File: config.mk
export PLATFORM = sky130hd
export DESIGN_NAME = frame_phase_monitor
export DESIGN_NICKNAME = d
export VERILOG_FILES = /design/src/rtl/fpm_pkg.sv /design/src/rtl/fpm_edge_detect.sv /design/src/rtl/fpm_frame_counter.sv /design/src/rtl/fpm_lock_tracker.sv /design/src/rtl/frame_phase_monitor.sv
export SDC_FILE = /design/constraint.sdc
export NUM_CORES = 1
export LEC_CHECK = 0
export ABC_AREA = 1
export BUFFER_PORTS_ARGS = -buffer_cell sky130_fd_sc_hd__buf_2
export CAP_MARGIN = 25
export CORE_ASPECT_RATIO = 0.8
export CORE_MARGIN = 10
export CORE_UTILIZATION = 58
export CTS_CLUSTER_DIAMETER = 60
export DETAILED_ROUTE_END_ITERATION = 8
export GPL_ROUTABILITY_DRIVEN = 0
export PLACE_DENSITY = 0.75
export SYNTH_ARGS = -nofsm -noshare
export SYNTH_HDL_FRONTEND = slang
export SYNTH_SLANG_ARGS = --single-unit
export TNS_END_PERCENT = 5
File: constraint.sdc
create_clock -name mclk -period 1.77 [get_ports mclk]
set_clock_uncertainty 0.2 [all_clocks]
set_input_delay 0.354 -clock mclk [delete_from_list [all_inputs] [get_ports mclk]]
set_output_delay 0.354 -clock mclk [all_outputs]
set_load 0.01 [all_outputs]
File: src/rtl/fpm_pkg.sv
package fpm_pkg;
  function automatic int unsigned frame_ratio(input logic hi, input int unsigned base);
    return hi ? (base / 2) : base;
  endfunction
endpackage

File: src/rtl/fpm_edge_detect.sv
module fpm_edge_detect #(
  parameter int STAGES = 2
) (
  input  logic clk,
  input  logic rst_n,
  input  logic async_i,
  output logic rise_o
);
  logic [STAGES-1:0] sync_q;
  logic              last_q;

  always_ff @(posedge clk or negedge rst_n) begin
    if (!rst_n) begin
      sync_q <= '0;
      last_q <= 1'b0;
    end else begin
      sync_q <= {sync_q[STAGES-2:0], async_i};
      last_q <= sync_q[STAGES-1];
    end
  end

  assign rise_o = sync_q[STAGES-1] & ~last_q;
endmodule

File: src/rtl/fpm_frame_counter.sv
module fpm_frame_counter #(
  parameter int TIMEOUT = 512,
  parameter int CW      = $clog2(TIMEOUT + 1)
) (
  input  logic          clk,
  input  logic          rst_n,
  input  logic          rise_i,
  input  logic          restart_i,
  input  logic [CW-1:0] ratio_i,
  output logic          frame_vld_o,
  output logic          frame_ok_o,
  output logic          timeout_o
);
  logic [CW-1:0] cnt_q;
  logic          have_ref_q;
  logic [CW-1:0] len;

  assign len = cnt_q + CW'(1);

  always_ff @(posedge clk or negedge rst_n) begin
    if (!rst_n) begin
      cnt_q       <= '0;
      have_ref_q  <= 1'b0;
      frame_vld_o <= 1'b0;
      frame_ok_o  <= 1'b0;
      timeout_o   <= 1'b0;
    end else begin
      frame_vld_o <= 1'b0;
      timeout_o   <= 1'b0;
      if (restart_i) begin
        cnt_q      <= '0;
        have_ref_q <= 1'b0;
      end else if (rise_i) begin
        frame_vld_o <= have_ref_q;
        frame_ok_o  <= (len == ratio_i);
        cnt_q       <= '0;
        have_ref_q  <= 1'b1;
      end else if (cnt_q == CW'(TIMEOUT - 1)) begin
        timeout_o  <= 1'b1;
        have_ref_q <= 1'b0;
      end else begin
        cnt_q <= len;
      end
    end
  end

  // a judged frame always stems from a detected rising edge
  a_r1_frame_from_edge: assert property (@(posedge clk) disable iff (!rst_n)
    frame_vld_o |-> $past(rise_i));
  // a timeout is never reported in the same cycle as a judged frame
  a_r4_timeout_excl: assert property (@(posedge clk) disable iff (!rst_n)
    timeout_o |-> !frame_vld_o);
endmodule

File: src/rtl/fpm_lock_tracker.sv
module fpm_lock_tracker #(
  parameter int GOOD = 4,
  parameter int GW   = $clog2(GOOD + 1)
) (
  input  logic clk,
  input  logic rst_n,
  input  logic frame_vld_i,
  input  logic frame_ok_i,
  input  logic fault_i,
  output logic locked_o
);
  logic [GW-1:0] good_q;

  always_ff @(posedge clk or negedge rst_n) begin
    if (!rst_n) begin
      good_q   <= '0;
      locked_o <= 1'b0;
    end else if (fault_i || (frame_vld_i && !frame_ok_i)) begin
      good_q   <= '0;
      locked_o <= 1'b0;
    end else if (frame_vld_i && good_q != GW'(GOOD)) begin
      good_q   <= good_q + GW'(1);
      locked_o <= (good_q == GW'(GOOD - 1));
    end
  end

  // a mismatched frame drops lock
  a_r2_bad_frame_unlocks: assert property (@(posedge clk) disable iff (!rst_n)
    (frame_vld_i && !frame_ok_i) |=> !locked_o);
  // a fault drops lock
  a_r4_fault_unlocks: assert property (@(posedge clk) disable iff (!rst_n)
    fault_i |=> !locked_o);
  // lock only rises right after a good frame
  a_r5_rise_after_good: assert property (@(posedge clk) disable iff (!rst_n)
    $rose(locked_o) |-> $past(frame_vld_i && frame_ok_i && !fault_i));
endmodule

File: src/rtl/frame_phase_monitor.sv
module frame_phase_monitor #(
  parameter int BASE_RATIO  = 256,
  parameter int TIMEOUT     = 512,
  parameter int GOOD_FRAMES = 4,
  parameter int SYNC_STAGES = 2
) (
  input  logic mclk,
  input  logic ext_rst_n,
  input  logic lrck,
  input  logic rate_hi,
  output logic dp_rst_n,
  output logic locked
);
  import fpm_pkg::*;
  localparam int CW = $clog2(TIMEOUT + 1);
  localparam logic [CW-1:0] RATIO_LO = CW'(frame_ratio(1'b0, BASE_RATIO));
  localparam logic [CW-1:0] RATIO_HI = CW'(frame_ratio(1'b1, BASE_RATIO));

  logic          rise;
  logic [1:0]    rate_q;
  logic          rate_chg;
  logic [CW-1:0] ratio;
  logic          frame_vld, frame_ok, timeout;

  always_ff @(posedge mclk or negedge ext_rst_n) begin
    if (!ext_rst_n) rate_q <= '0;
    else            rate_q <= {rate_q[0], rate_hi};
  end
  assign rate_chg = rate_q[1] ^ rate_q[0];
  assign ratio    = rate_q[1] ? RATIO_HI : RATIO_LO;

  fpm_edge_detect #(.STAGES(SYNC_STAGES)) u_edge (
    .clk(mclk), .rst_n(ext_rst_n), .async_i(lrck), .rise_o(rise));

  fpm_frame_counter #(.TIMEOUT(TIMEOUT)) u_count (
    .clk(mclk), .rst_n(ext_rst_n), .rise_i(rise), .restart_i(rate_chg),
    .ratio_i(ratio), .frame_vld_o(frame_vld), .frame_ok_o(frame_ok),
    .timeout_o(timeout));

  fpm_lock_tracker #(.GOOD(GOOD_FRAMES)) u_lock (
    .clk(mclk), .rst_n(ext_rst_n), .frame_vld_i(frame_vld),
    .frame_ok_i(frame_ok), .fault_i(timeout | rate_chg), .locked_o(locked));

  assign dp_rst_n = locked;

  // a rate change drops lock
  a_r3_rate_change_unlocks: assert property (@(posedge mclk) disable iff (!ext_rst_n)
    rate_chg |=> !locked);
  // no frame is judged right after a rate change
  a_r3_no_judge_after_change: assert property (@(posedge mclk) disable iff (!ext_rst_n)
    rate_chg |=> !frame_vld);
endmodule

-- Word level (Yosys, flattened, before mapping)
Index checks and enable logic that the tools add are counted.
- $add $sub $neg: 2
- eq/ne operators: 5
- multiplexer cells: 16
- bitwise logic cells: 5
- reductions and logical operators: 7
- operators by type and width (cell ; count):
    $mux W10 ; 3
    $add A10 B1 Y10 const B ; 1
    $eq A10 B9 Y1 ; 1
    $eq A10 B9 Y1 const B ; 1
    $mux W1 ; 10
    $mux W9 ; 1
    $mux W3 ; 2
    $ne A3 B3 Y1 const B ; 2
    $add A3 B1 Y3 const B ; 1
    $eq A3 B2 Y1 const B ; 1
    $reduce_bool A3 Y1 ; 1
    $logic_and A1 B1 Y1 ; 2
    $not A1 Y1 ; 2
    $reduce_and A2 Y1 ; 1
    $reduce_bool A2 Y1 ; 1
    $and A1 B1 Y1 ; 1
    $logic_not A1 Y1 ; 1
    $logic_or A1 B1 Y1 ; 1
    $or A1 B1 Y1 ; 1
    $xor A1 B1 Y1 ; 1
- flip-flop bits (word level): 23
- input port bits: 4
- output and inout port bits: 2
- word-level logic and storage cells: 45

-- Logic depth before layout (Yosys ltp)
Gate-level depths: netlist of the first run.
- depth in word-level cells: 4
- depth in mapped cells: 11
- mapped depth without buffers: 11

-- Hierarchy
A second synthesis of the first run with hierarchy kept.
- cell total of the unflattened synthesis: 176
- area, all modules: 1326.3 sq um
- modules (own cells, without submodules) (module ; times used ; cells each ; area each (sq um) ; sequential area each (sq um)):
    fpm_frame_counter ; 1 ; 130 ; 904.6 ; 350.3
    fpm_lock_tracker ; 1 ; 30 ; 240.2 ; 100.1
    frame_phase_monitor ; 1 ; 11 ; 96.3 ; 50.0
    fpm_edge_detect ; 1 ; 5 ; 85.1 ; 75.1

-- Least setup slack after synthesis of the first run
Ideal clock, no wire load.
- kind: reg-to-reg
- start point: register u_count.cnt_q[0]
- end point: register u_count.cnt_q[2]
- setup time: 0.125 ns
- data arrival time: 1.289 ns
- required time: 1.445 ns
- path slack: 0.156 ns
- stages on the path, launching flop included: 8
- path buffers: 0
- clock period less this slack: 1.614 ns
- cell sequence: dfrtp_1 ha_1 nand3_2 nor2_4 nand4_4 nand2_1 xor2_1 nor2_1
- longest elaborated chain between the ends: 4
- elaborated cells between the ends (all ways): 6
- classes of those cells: add/sub: 1; eq/ne: 2; mux: 3
- ends and longest elaborated chain (what ; RTL line ; source):
    start, declared ; fpm_frame_counter.sv:14 ; logic [CW-1:0] cnt_q;
    start signal, assigned ; fpm_frame_counter.sv:42 ; cnt_q <= len;
    $add A10 B1 Y10 ; fpm_frame_counter.sv:18 ; assign len = cnt_q + CW'(1);
    $mux W10 ; fpm_frame_counter.sv:38 ; end else if (cnt_q == CW'(TIMEOUT - 1)) begin
    $mux W10 ; fpm_frame_counter.sv:33 ; end else if (rise_i) begin
    $mux W10 ; fpm_frame_counter.sv:30 ; if (restart_i) begin
Several ways; a longest one is shown, not always the timed one. The select of a mux whose other input is x is not followed.
A chain may end at the register's enable or synchronous reset.

-- Final worst setup path of the first run
- start point: register u_count.cnt_q[1]
- end point: register u_count.cnt_q[1]
Same word-level chain as after synthesis.

==> results of run 1 <==
==> state kept, by name, summed over array words and instances (netlist names) <==
name and cells:
u_lock.good_q 3, u_count.cnt_q 10, rate_q 2, u_count.timeout_o 1
u_count.have_ref_q 1, u_lock.locked_o 1, u_count.frame_ok_o 1, u_count.frame_vld_o 1
u_edge.sync_q 2, u_edge.last_q 1
==> cells by family (layout without fill, tap and decap cells) <==
| family | Yosys count | count (layout) | share of synthesized area [%] |
|---|---|---|---|
| flip-flops | 23 | 23 | 50.9 |
| adder cells (fa/ha/maj) | 4 | 4 | 4.43 |
| XOR/XNOR | 4 | 4 | 3.10 |
| buffers and inverters | 23 | 40 | 7.97 |
| AO/OA/AOI/OAI | 16 | 16 | 8.20 |
| AND/OR/NAND/NOR | 62 | 62 | 25.4 |
==> path summary, 6_finish.rpt <==
check                                               end                          from  slack (ns)
hold reg to reg              u_edge.sync_q[1]$_DFF_PN0_    u_edge.sync_q[0]$_DFF_PN0_        0.17
setup / recovery           u_count.cnt_q[1]$_DFFE_PN0P_  u_count.cnt_q[1]$_DFFE_PN0P_        0.05
min in group asynchronous       u_edge.last_q$_DFF_PN0_                     ext_rst_n        0.32
max in group asynchronous  u_count.cnt_q[1]$_DFFE_PN0P_                     ext_rst_n        0.69
setup reg to reg           u_count.cnt_q[1]$_DFFE_PN0P_  u_count.cnt_q[1]$_DFFE_PN0P_        0.05
hold / removal               u_edge.sync_q[1]$_DFF_PN0_    u_edge.sync_q[0]$_DFF_PN0_        0.17
==> layout by cell type (no fill, tap or decap), drive strengths merged <==
cell type / instances
nand2: 32
dfrtp: 23
inv: 22
nor2: 18
buf: 11
nand3: 9
o21ai: 6
a21oi: 5
xor2: 4
ha: 4
a31oi: 3
clkbuf: 3
dlygate4sd3: 3
nor3: 2
nand4: 1
o211ai: 1
o21a: 1
clkinvlp: 1
==> layout make-up <==
cell class / count / area share, %
clock buffers: 3 / 1.70
clock inverters: 1 / 0.566
inverters: 22 / 6.22
multi-input cells: 86 / 38.0
flip-flops and latches: 23 / 43.4
well taps: 24 / 2.26
repair buffers: 14 / 7.82
==> power by group through the flow <==
stage / Combinational [mW] / Sequential (mW) / Clock [mW]
finish: 0.0724 / 0.550 / 0.249
global route: 0.0823 / 0.552 / 0.279
CTS: 0.0641 / 0.547 / 0.251
detailed placement: 0.0586 / 0.557 / 0
global placement: 0.0559 / 0.556 / 0
floorplan: 0.0312 / 0.556 / 0
==> per-layer routing <==
layer  vias to the layer above  global-route usage [%]  share of wire (%)
met4                         0                    3.44                3.2
met1                       418                    13.1                 47
met3                         8                    4.19                5.8
met5                         -                       0                  0
met2                        33                    16.7                 44
li1                        448                       -                  -
==> metrics by stage <==
stage,instances,util [%]
finish,173,70.8
global route,173,70.8
CTS,169,66.8
detailed placement,162,63.6
global placement,162,63.6
floorplan,132,-
==> repair_timing <==
item | in CTS | in global routing
endpoints found under the setup margin | 0 | 6
hold endpoints to repair | 25 | 0
setup buffers | 0 | 4
resized for setup | 0 | 12
hold buffers | 3 | 0
==> out/qor.log, run 1 <==
[final_layout] total of fill cells in the finished design 139
[power] leakage power total 0.659 nW
[yosys] leading cell types by count after synthesis sky130_fd_sc_hd__nand2_1, sky130_fd_sc_hd__dfrtp_1, sky130_fd_sc_hd__inv_1
[final_layout] area of combinational cells with multiple inputs 504 um2
[clocking] number of buffers added by the clock tree synthesis step 3
[power] power per standard cell area 656 nW/um2
[yosys] dominant cells by area after synthesis sky130_fd_sc_hd__dfrtp_1, sky130_fd_sc_hd__nand2_1, sky130_fd_sc_hd__inv_1
[route] DRC 0
[setup_path] critical path startpoint category flop
[die] die area 4120 um2
[sta] part of the cycle the worst path needs 97.0%
[yosys] fraction of registers with async set/reset 100%
[yosys] EDFF count, synth 0
[final_layout] ANT cells 0
[route] routed length per placed instance 13.1 um
[grt] global-route wire length before repair 3550 um
[setup_path] number of buffer and inverter instances along the worst setup path 1
[sta] setup ws final 0.0524 ns
[power] net switching power 0.217 mW
[sta] fmax 582 MHz
[die] initial standard-cell utilization of the core 60.3%
[route] vias per std cell 5.24
[placed_design] placement-stage worst setup slack 0.0792 ns
[power] worst ir drop on vdd 0.579 mV
[die] Site Rows 14
[sta] final number of hold-violating endpoints 0
[clocking] Clock H-tree levels 1
[die] count of pins on the block boundary 6
[final_layout] combined flip-flop and latch cell area 577 um2
[setup_path] Worst EP required 1.79 ns
[final_layout] Design Area, Final 1330 um2
[yosys] area share of the leading cell type in the synthesized netlist 50.9%
[setup_path] depth of the critical timing path with buffers and inverters included 8
[sta] remaining max-slew budget at the tightest pin 66.5%
[die] core outline area 1870 um2
[yosys] dominant cell type by area after synthesis sky130_fd_sc_hd__dfrtp_1
[clocking] clk root buf sky130_fd_sc_hd__clkbuf_4
[route] TritonRoute pass-1 iters 4
[grt] total gr overflow 0
[yosys] Warnings, synthesis 0
[sta] Setup TNS 0 ns
[outcome] status finished clean
[power] Internal Power 0.654 mW
[die] width of the die 69.3 um
[placed_design] detailed placement HPWL 1580 um
[yosys] synthesized net count 140
[route] Detail Route Antenna Nets 0
[grt] antenna violations before repair 0
[setup_path] crit path cell chain ha_4, nand3_4, nor2_4, nand4_4, nand2_2, inv_1, nand2_1, nand2_1
[placed_design] post-placement cell area 1190 um2
[clocking] clock tree from TritonCTS yes
[clocking] clk slew on worst S/H paths 0.13 ns
[route] sum of routed wire length over all layers 2260 um
[final_layout] relative area change from synthesis to final layout 17.5%
[sta] actual slew at the worst max-slew pin 0.503 ns
[setup_path] data arrival at the endpoint of the critical path 1.74 ns
[yosys] Yosys reg bits 23
[setup_path] top fanout value on the critical path 6
[grt] pin count of the biggest net entering global routing 24
[grt] Total Routing Usage GR 10.6%
[power] fraction of power spent switching nets 25.0%
[yosys] synth unique cells 22
[setup_path] endpoint type of the worst setup path flop
[setup_path] cell mode on critical path sky130_fd_sc_hd__nand2_1
[sta] Final setup viols 0
[final_layout] number of nets in the final layout 158
[clocking] number of buffers on the longest clock path 2
[setup_path] largest stage delay on the critical path 0.45 ns
[final_layout] proportion of layout cells with a drive suffix above 1 20.8%
[min_path] path category of the worst min-delay check reg -> reg
[route] number of design-rule violations left by the first detailed-router iteration 57
[setup_path] family with the most delay on the worst path simple AND/OR/NAND/NOR gates
[yosys] netlist area before placement 1130 um2
[min_path] Hold Crit Depth 0
[yosys] Avg Cell Area, Syn 8.56 um2
[sta] Slew Viols, Final 0
[sta] worst hold slack 0.173 ns
[grt] vias in the first global route 833
[power] Flop pwr share 63.1%
[power] part of the power in combinational logic 8.3%
[setup_path] CP Class reg -> reg
[yosys] sequential element share of the synthesized area 50.9%
[power] power share of the clock group 28.5%
[route] routed via count 907
[yosys] Top FF cell, synth sky130_fd_sc_hd__dfrtp_1
[yosys] cell with the most instances after synthesis sky130_fd_sc_hd__nand2_1
[sta] final worst path period need 1.72 ns
[clocking] clock latency reported for the late side of the worst-skew pair 0.32 ns
[setup_path] slowest CP cell sky130_fd_sc_hd__dfrtp_2
[setup_path] number of cells on the worst reg-to-reg path 8
[power] total power 0.871 mW
[placed_design] count of buffers from port buffering 5
[flow_run] max capacitance violation total 0
[die] Die Y-Extent 59.5 um
[clocking] TritonCTS sink count 23
[yosys] count of mapped cells out of synthesis 132
No activity file was read; power rests on OpenSTA's default activity.
==> run 2: changes to the inputs <==
--- a/config.mk
+++ b/config.mk
@@ -5,7 +5,7 @@
 export SDC_FILE = /design/constraint.sdc
 export NUM_CORES = 1
 export LEC_CHECK = 0
-export ABC_AREA = 1
+export ABC_AREA = 0
 export BUFFER_PORTS_ARGS = -buffer_cell sky130_fd_sc_hd__buf_2
 export CAP_MARGIN = 25
 export CORE_ASPECT_RATIO = 0.8
==> run 2 against run 1 <==
Compared with the run above:
- area after synthesis up 5.0%
- cell area did not move
- sequential share of layout area grew 0.19 points
- synthesized cell count shrank 11%
- maximum frequency rose by 1.9%
- sequential cell count did not move
- largest cell class unchanged
- hold slack improved by 0.00086 ns
- routed wire length increased by 1.2%
- setup slack better by 0.032 ns
- non-clock buffer count increased by 1
- final cell count decreased by 10%
- global-route usage grew 1.1 points
==> out/qor.log, run 2 <==
[flow_run] max capacitance violation total 0
[yosys] dominant cells by area after synthesis sky130_fd_sc_hd__dfrtp_1, sky130_fd_sc_hd__a21oi_1, sky130_fd_sc_hd__ha_1
[sta] final number of hold-violating endpoints 0
[setup_path] Worst R2R End u_count.frame_ok_o$_DFFE_PN0P_
[die] core outline area 1910 um2
[clocking] number of buffers added by the clock tree synthesis step 3
[route] Detail Route Antenna Nets 0
[setup_path] worst setup path startpoint u_count.cnt_q[4]$_DFFE_PN0P_
[yosys] count of mapped cells out of synthesis 117
[final_layout] number of nets in the final layout 140
[sta] Final setup viols 0
[route] TritonRoute pass-1 iters 5
[sta] part of the cycle the worst path needs 95.2%
[sta] setup repair after global routing missed its margin no
[final_layout] relative area change from synthesis to final layout 11.9%
[setup_path] critical path capture point u_count.frame_ok_o$_DFFE_PN0P_
[yosys] fraction of registers with async set/reset 100%
[placed_design] post-placement cell area 1240 um2
[yosys] sequential element share of the synthesized area 48.5%
[sta] Setup TNS 0 ns
[final_layout] ANT cells 0
[yosys] dominant cell type by area after synthesis sky130_fd_sc_hd__dfrtp_1
[setup_path] Worst EP required 1.77 ns
[yosys] Yosys reg bits 23
[yosys] Synth Area in XOR/XNOR 5.91%
[setup_path] CP Class reg -> reg
[grt] antenna violations before repair 0
[yosys] area share of the leading cell type in the synthesized netlist 48.5%
[placed_design] count of buffers from port buffering 5
[sta] actual slew at the worst max-slew pin 0.501 ns
[die] die area 4270 um2
[min_path] path category of the worst min-delay check reg -> reg
[final_layout] Design Area, Final 1330 um2
[clocking] clock latency reported for the late side of the worst-skew pair 0.31 ns
[yosys] EDFF count, synth 0
[die] initial standard-cell utilization of the core 62.1%
[yosys] netlist area before placement 1190 um2
[yosys] post-synthesis compound-gate area fraction 13.7%
[yosys] cell with the most instances after synthesis sky130_fd_sc_hd__dfrtp_1
[power] worst ir drop on vdd 0.874 mV
[yosys] area share of and/or/nand/nor cells after synthesis 20.3%
[yosys] combinational family with the most area after synthesis simple AND/OR/NAND/NOR gates
[yosys] Avg Cell Area, Syn 10.1 um2
[final_layout] register with the highest flop count u_count.cnt_q
[grt] global-route wire length before repair 4040 um
[yosys] multiplexer fraction of the synthesized cell area 1.69%
[die] Die Y-Extent 60.5 um
[final_layout] commonest cells after routing, fill and taps aside sky130_fd_sc_hd__dfrtp_1, sky130_fd_sc_hd__nor2_1, sky130_fd_sc_hd__a21oi_1, sky130_fd_sc_hd__buf_4, sky130_fd_sc_hd__inv_1
[clocking] clk slew on worst S/H paths 0.13 ns
[clocking] Clock H-tree levels 1
[clocking] clock tree from TritonCTS yes
[die] Site Rows 14
[outcome] status finished clean
[sta] remaining max-slew budget at the tightest pin 66.6%
[sta] worst hold slack 0.174 ns
[route] number of design-rule violations left by the first detailed-router iteration 25
[setup_path] data arrival at the endpoint of the critical path 1.68 ns
[yosys] Warnings, synthesis 0
[clocking] clk root buf sky130_fd_sc_hd__clkbuf_4
[setup_path] internal reg-to-reg setup slack 0.08 ns
[route] routed via count 918
[grt] total gr overflow 0
[sta] fmax 593 MHz
[final_layout] most frequent standard cell in the layout excluding fill and tap cells sky130_fd_sc_hd__dfrtp_1
[yosys] synth unique cells 37
[placed_design] detailed placement HPWL 1680 um
[final_layout] max FFs per register 10
[die] count of pins on the block boundary 6
[power] power per standard cell area 670 nW/um2
[yosys] Top FF cell, synth sky130_fd_sc_hd__dfrtp_1
[final_layout] largest registers ranked by flip-flop count u_count.cnt_q x10, u_lock.good_q x3
[sta] Slew Viols, Final 0
[power] leakage power total 0.576 nW
[sta] final worst path period need 1.69 ns
[final_layout] proportion of layout cells with a drive suffix above 1 22.1%
[yosys] adder and majority cell fraction of the synthesized area 4.22%
[yosys] leading cell types by count after synthesis sky130_fd_sc_hd__dfrtp_1, sky130_fd_sc_hd__nor2_1, sky130_fd_sc_hd__a21oi_1
[route] DRC 0
[route] routed length per placed instance 14.8 um
[setup_path] critical path startpoint category flop
[clocking] TritonCTS sink count 23
[grt] vias in the first global route 881
[clocking] number of buffers on the longest clock path 2
[grt] pin count of the biggest net entering global routing 24
[setup_path] Reg-to-Reg Start u_count.cnt_q[4]$_DFFE_PN0P_
[yosys] synthesized net count 125
[setup_path] top fanout value on the critical path 6
[grt] Total Routing Usage GR 11.7%
[die] width of the die 70.6 um
[setup_path] number of cells on the worst reg-to-reg path 4
[route] vias per std cell 5.92
[setup_path] endpoint type of the worst setup path flop
[route] sum of routed wire length over all layers 2290 um
==> run 2: cell count changes after synthesis, moves of 2 or more <==
| cell | previous run | this run |
|---|---|---|
| sky130_fd_sc_hd__nand2_1 | 31 | 3 |
| sky130_fd_sc_hd__inv_1 | 22 | 6 |
| sky130_fd_sc_hd__a21oi_1 | 5 | 10 |
| sky130_fd_sc_hd__nand2b_1 | 0 | 5 |
| sky130_fd_sc_hd__nor3_1 | 1 | 6 |
| sky130_fd_sc_hd__xnor2_1 | 0 | 5 |
| sky130_fd_sc_hd__nor2_1 | 16 | 12 |
| sky130_fd_sc_hd__nand3_1 | 8 | 5 |
| sky130_fd_sc_hd__and3_1 | 0 | 2 |
| sky130_fd_sc_hd__buf_4 | 1 | 3 |
| sky130_fd_sc_hd__buf_6 | 0 | 2 |
| sky130_fd_sc_hd__mux2i_1 | 0 | 2 |
==> run 2: cell type report <==
type	count	area (um2)
Tap cell	24	30.0
Sequential cell	23	579
Multi-Input combinational cell	83	558
Inverter	6	22.5
Clock inverter	1	7.51
Timing Repair Buffer	15	108
Clock buffer	3	22.5
Fill cell	146	582
==> run 2: worst min path at each step <==
stage,cells after the start,slack (ns),from,endpoint
finish,0,0.17,u_edge.sync_q[0]$_DFF_PN0_,u_edge.sync_q[1]$_DFF_PN0_
global route,0,0.19,u_edge.sync_q[0]$_DFF_PN0_,u_edge.sync_q[1]$_DFF_PN0_
CTS,0,0.18,u_edge.sync_q[0]$_DFF_PN0_,u_edge.sync_q[1]$_DFF_PN0_
detailed placement,0,0.14,u_edge.sync_q[0]$_DFF_PN0_,u_edge.sync_q[1]$_DFF_PN0_
global placement,0,0.14,u_edge.sync_q[0]$_DFF_PN0_,u_edge.sync_q[1]$_DFF_PN0_
floorplan,0,-0.14,ext_rst_n,rate_q[0]$_DFF_PN0_
==> run 2: metrics by stage <==
stage               total power [mW]  utilization [%]  setup slack, ns  instances
floorplan                      0.607                -            0.183        117
global placement               0.639             65.0            0.125        147
detailed placement             0.642             65.0           0.0408        147
CTS                            0.895             68.5          0.00686        154
global route                   0.941             69.5          0.00681        155
finish                         0.889             69.5           0.0844        155
==> run 2: where the power goes <==
part	leakage, nW	switching [mW]	internal, mW
Clock	0.0139	0.161	0.0863
Sequential	0.302	0.0129	0.541
Combinational	0.260	0.0464	0.0415
==> run 2: critical path, cell delays in order (launching register included) <==
cell	delay, ns
sky130_fd_sc_hd__dfrtp_1	0.46
sky130_fd_sc_hd__nand2_2	0.13
sky130_fd_sc_hd__or4_4	0.54
sky130_fd_sc_hd__o2111ai_1	0.13
sky130_fd_sc_hd__o31ai_2	0.11
==> run 2: logic make-up (layout without fill, tap and decap cells) <==
| logic type | after synthesis | in the layout |
|---|---|---|
| DFF | 23 | 23 |
| and+or+nand+nor | 44 | 44 |
| buffers and inverters | 11 | 25 |
| AOI/OAI and AO/OA | 25 | 25 |
| adders and majority gates | 4 | 4 |
| muxes | 2 | 2 |
| xor gates and xnor gates | 8 | 8 |
==> run 2: routing by layer <==
| layer | global-route usage, % | routed length (um) | part of all wire [%] | vias to the layer above |
|---|---|---|---|---|
| li1 | - | - | - | 436 |
| met1 | 14.2 | 1060 | 46 | 461 |
| met2 | 18.9 | 1090 | 47 | 19 |
| met3 | 4.57 | 131 | 5.7 | 2 |
| met4 | 3.86 | 14 | 0.61 | 0 |
| met5 | 0 | 0 | 0 | - |
==> run 2: what timing repair did <==
| action | 4_1_cts | 5_1_grt |
|---|---|---|
| pin swaps | 0 | 1 |
| setup endpoints to repair | 1 | 4 |
| hold buffers | 3 | 0 |
| buffers inserted | 0 | 1 |
| hold endpoints to repair | 25 | 0 |
| gates resized for setup | 2 | 7 |
==> run 3: changes to the inputs <==
--- a/config.mk
+++ b/config.mk
@@ -14,7 +14,7 @@
 export CTS_CLUSTER_DIAMETER = 60
 export DETAILED_ROUTE_END_ITERATION = 8
 export GPL_ROUTABILITY_DRIVEN = 0
-export PLACE_DENSITY = 0.75
+export PLACE_DENSITY = 0.87
 export SYNTH_ARGS = -nofsm -noshare
 export SYNTH_HDL_FRONTEND = slang
 export SYNTH_SLANG_ARGS = --single-unit
==> run 3 against run 2 <==
Compared with the run above:
- final cell count fell by 1.9%
- hold slack worse by 0.0039 ns
- via count shrank 1.7%
- sequential power is essentially flat
- clock power about the same
- combinational power down 5.6%
- sequential cell count did not move
- setup slack got worse by 0.050 ns
- utilization down 2.0 points
- largest power group unchanged
- highest routed layer unchanged
==> out/qor.log, run 3 (synthesized netlist as in run 2, its figures left out) <==
[final_layout] relative area change from synthesis to final layout 8.76%
[power] worst ir drop on vdd 0.534 mV
[route] TritonRoute pass-1 iters 4
[power] net switching power 0.220 mW
[grt] Total Routing Usage GR 11.3%
[die] core outline area 1910 um2
[setup_path] critical path startpoint category flop
[clocking] number of buffers on the longest clock path 2
[placed_design] count of buffers from port buffering 5
[power] Flop pwr share 62.7%
[grt] vias in the first global route 880
[sta] part of the cycle the worst path needs 98.1%
[setup_path] endpoint type of the worst setup path flop
[sta] Setup TNS 0 ns
[route] DRC 0
[sta] fmax 576 MHz
[final_layout] largest registers ranked by flip-flop count u_count.cnt_q x10, u_lock.good_q x3
[final_layout] proportion of layout cells with a drive suffix above 1 16.4%
[route] sum of routed wire length over all layers 2300 um
[clocking] clock tree from TritonCTS yes
[grt] total gr overflow 0
[sta] actual slew at the worst max-slew pin 0.483 ns
[power] total power 0.883 mW
[min_path] path category of the worst min-delay check reg -> reg
[sta] final number of hold-violating endpoints 0
[final_layout] ANT cells 0
[placed_design] placement-stage worst setup slack 0.0554 ns
[final_layout] commonest cells after routing, fill and taps aside sky130_fd_sc_hd__dfrtp_1, sky130_fd_sc_hd__nor2_1, sky130_fd_sc_hd__a21oi_1, sky130_fd_sc_hd__inv_1, sky130_fd_sc_hd__nor3_1
[route] routed via count 902
[sta] Final setup viols 0
[clocking] clock latency reported for the late side of the worst-skew pair 0.31 ns
[die] width of the die 70.6 um
[power] power per standard cell area 684 nW/um2
[die] die area 4270 um2
[die] Site Rows 14
[placed_design] detailed placement HPWL 1630 um
[route] routed length per placed instance 15.1 um
[setup_path] slowest CP cell sky130_fd_sc_hd__dfrtp_1
[final_layout] max FFs per register 10
[route] Detail Route Antenna Nets 0
[clocking] number of buffers added by the clock tree synthesis step 3
[sta] setup repair after global routing missed its margin yes
[final_layout] register with the highest flop count u_count.cnt_q
[power] leakage power total 0.565 nW
[power] power share of the clock group 27.9%
[sta] setup ws final 0.0345 ns
[setup_path] data arrival at the endpoint of the critical path 1.77 ns
[route] number of design-rule violations left by the first detailed-router iteration 28
[setup_path] top fanout value on the critical path 4
[final_layout] most frequent standard cell in the layout excluding fill and tap cells sky130_fd_sc_hd__dfrtp_1
[clocking] clk slew on worst S/H paths 0.13 ns
[setup_path] internal reg-to-reg setup slack 0.03 ns
[clocking] clk root buf sky130_fd_sc_hd__clkbuf_4
[setup_path] Worst EP required 1.80 ns
[clocking] number of buffers inserted to repair setup after CTS 0
[die] count of pins on the block boundary 6
[setup_path] crit path cell chain ha_2, xor2_1, a311oi_1, o21ai_1, o31ai_2
[grt] global-route wire length before repair 3960 um
[setup_path] CP Class reg -> reg
[clocking] TritonCTS sink count 23
[sta] Slew Viols, Final 0
[setup_path] largest stage delay on the critical path 0.44 ns
[final_layout] number of nets in the final layout 137
[grt] antenna violations before repair 0
[grt] pin count of the biggest net entering global routing 24
[flow_run] max capacitance violation total 0
[sta] final worst path period need 1.74 ns
[sta] remaining max-slew budget at the tightest pin 67.8%
[power] fraction of power spent switching nets 25.0%
[clocking] Clock H-tree levels 1
[route] vias per std cell 5.93
[outcome] status finished clean
[power] Internal Power 0.662 mW
[die] Die Y-Extent 60.5 um
[die] initial standard-cell utilization of the core 62.1%
[power] part of the power in combinational logic 9.4%
==> run 3: cell types whose count changed in the layout (fill, tap and decap cells not counted), sizes merged <==
cell  before  now
buf       12    9
==> run 3: path summary, 6_finish.rpt <==
kind,start,endpoint,cells after the start
min reg2reg,u_edge.sync_q[0]$_DFF_PN0_,u_edge.sync_q[1]$_DFF_PN0_,0
max,u_count.cnt_q[0]$_DFFE_PN0P_,u_count.frame_ok_o$_DFFE_PN0P_,5
max in group asynchronous,ext_rst_n,u_count.cnt_q[6]$_DFFE_PN0P_,2
min,u_edge.sync_q[0]$_DFF_PN0_,u_edge.sync_q[1]$_DFF_PN0_,0
min in group asynchronous,ext_rst_n,u_count.cnt_q[0]$_DFFE_PN0P_,2
max reg2reg,u_count.cnt_q[0]$_DFFE_PN0P_,u_count.frame_ok_o$_DFFE_PN0P_,5
==> run 3: timing repair <==
item	CTS	global route
resized for setup	0	4
hold buffers	3	0
setup endpoints to repair	0	4
hold endpoints to repair	25	0
==> run 3: cell type report <==
class,count,area (um2)
multi-input combinational,83,546
tap,24,30.0
clock inverter,1,7.51
timing repair buffer,12,85.1
sequential,23,577
fill,150,619
inverter,6,22.5
clock buffer,3,22.5
==> run 3: metal layers <==
layer	part of all wire [%]	vias up	GRT usage, %	wire length (um)
met4	0.96	0	3.31	22
met3	5.6	5	3.75	128
met5	0	-	0	0
li1	-	433	-	-
met2	51	26	20.1	1170
met1	43	438	12.9	979
==> run 3: critical path, delay by kind of cell, from the launching register on <==
| kind | cells | cell delay, ns |
|---|---|---|
| xor gates and xnor gates | 1 | 0.15 |
| AOI/OAI and AO/OA | 3 | 0.64 |
| DFF | 1 | 0.44 |
| adders and majority gates | 1 | 0.23 |
==> run 3: per-stage QoR <==
stage	util [%]	cells	cell area (um2)	hold WS, ns
after global placement	64.2	145	1230	0.138
after global routing	67.6	152	1290	0.185
after CTS	67.4	152	1290	0.172
final	67.6	152	1290	0.170
after detailed placement	64.2	145	1230	0.142
after floorplan	-	117	1190	-0.142
==> run 3: power by group through the flow <==
stage,sequential [mW],clock (mW),combinational (mW)
2_1_floorplan,0.561,0,0.0463
5_1_grt,0.556,0.276,0.0932
6_report,0.554,0.246,0.0830
4_1_cts,0.553,0.256,0.0819
3_5_place_dp,0.564,0,0.0758
3_3_place_gp,0.562,0,0.0717
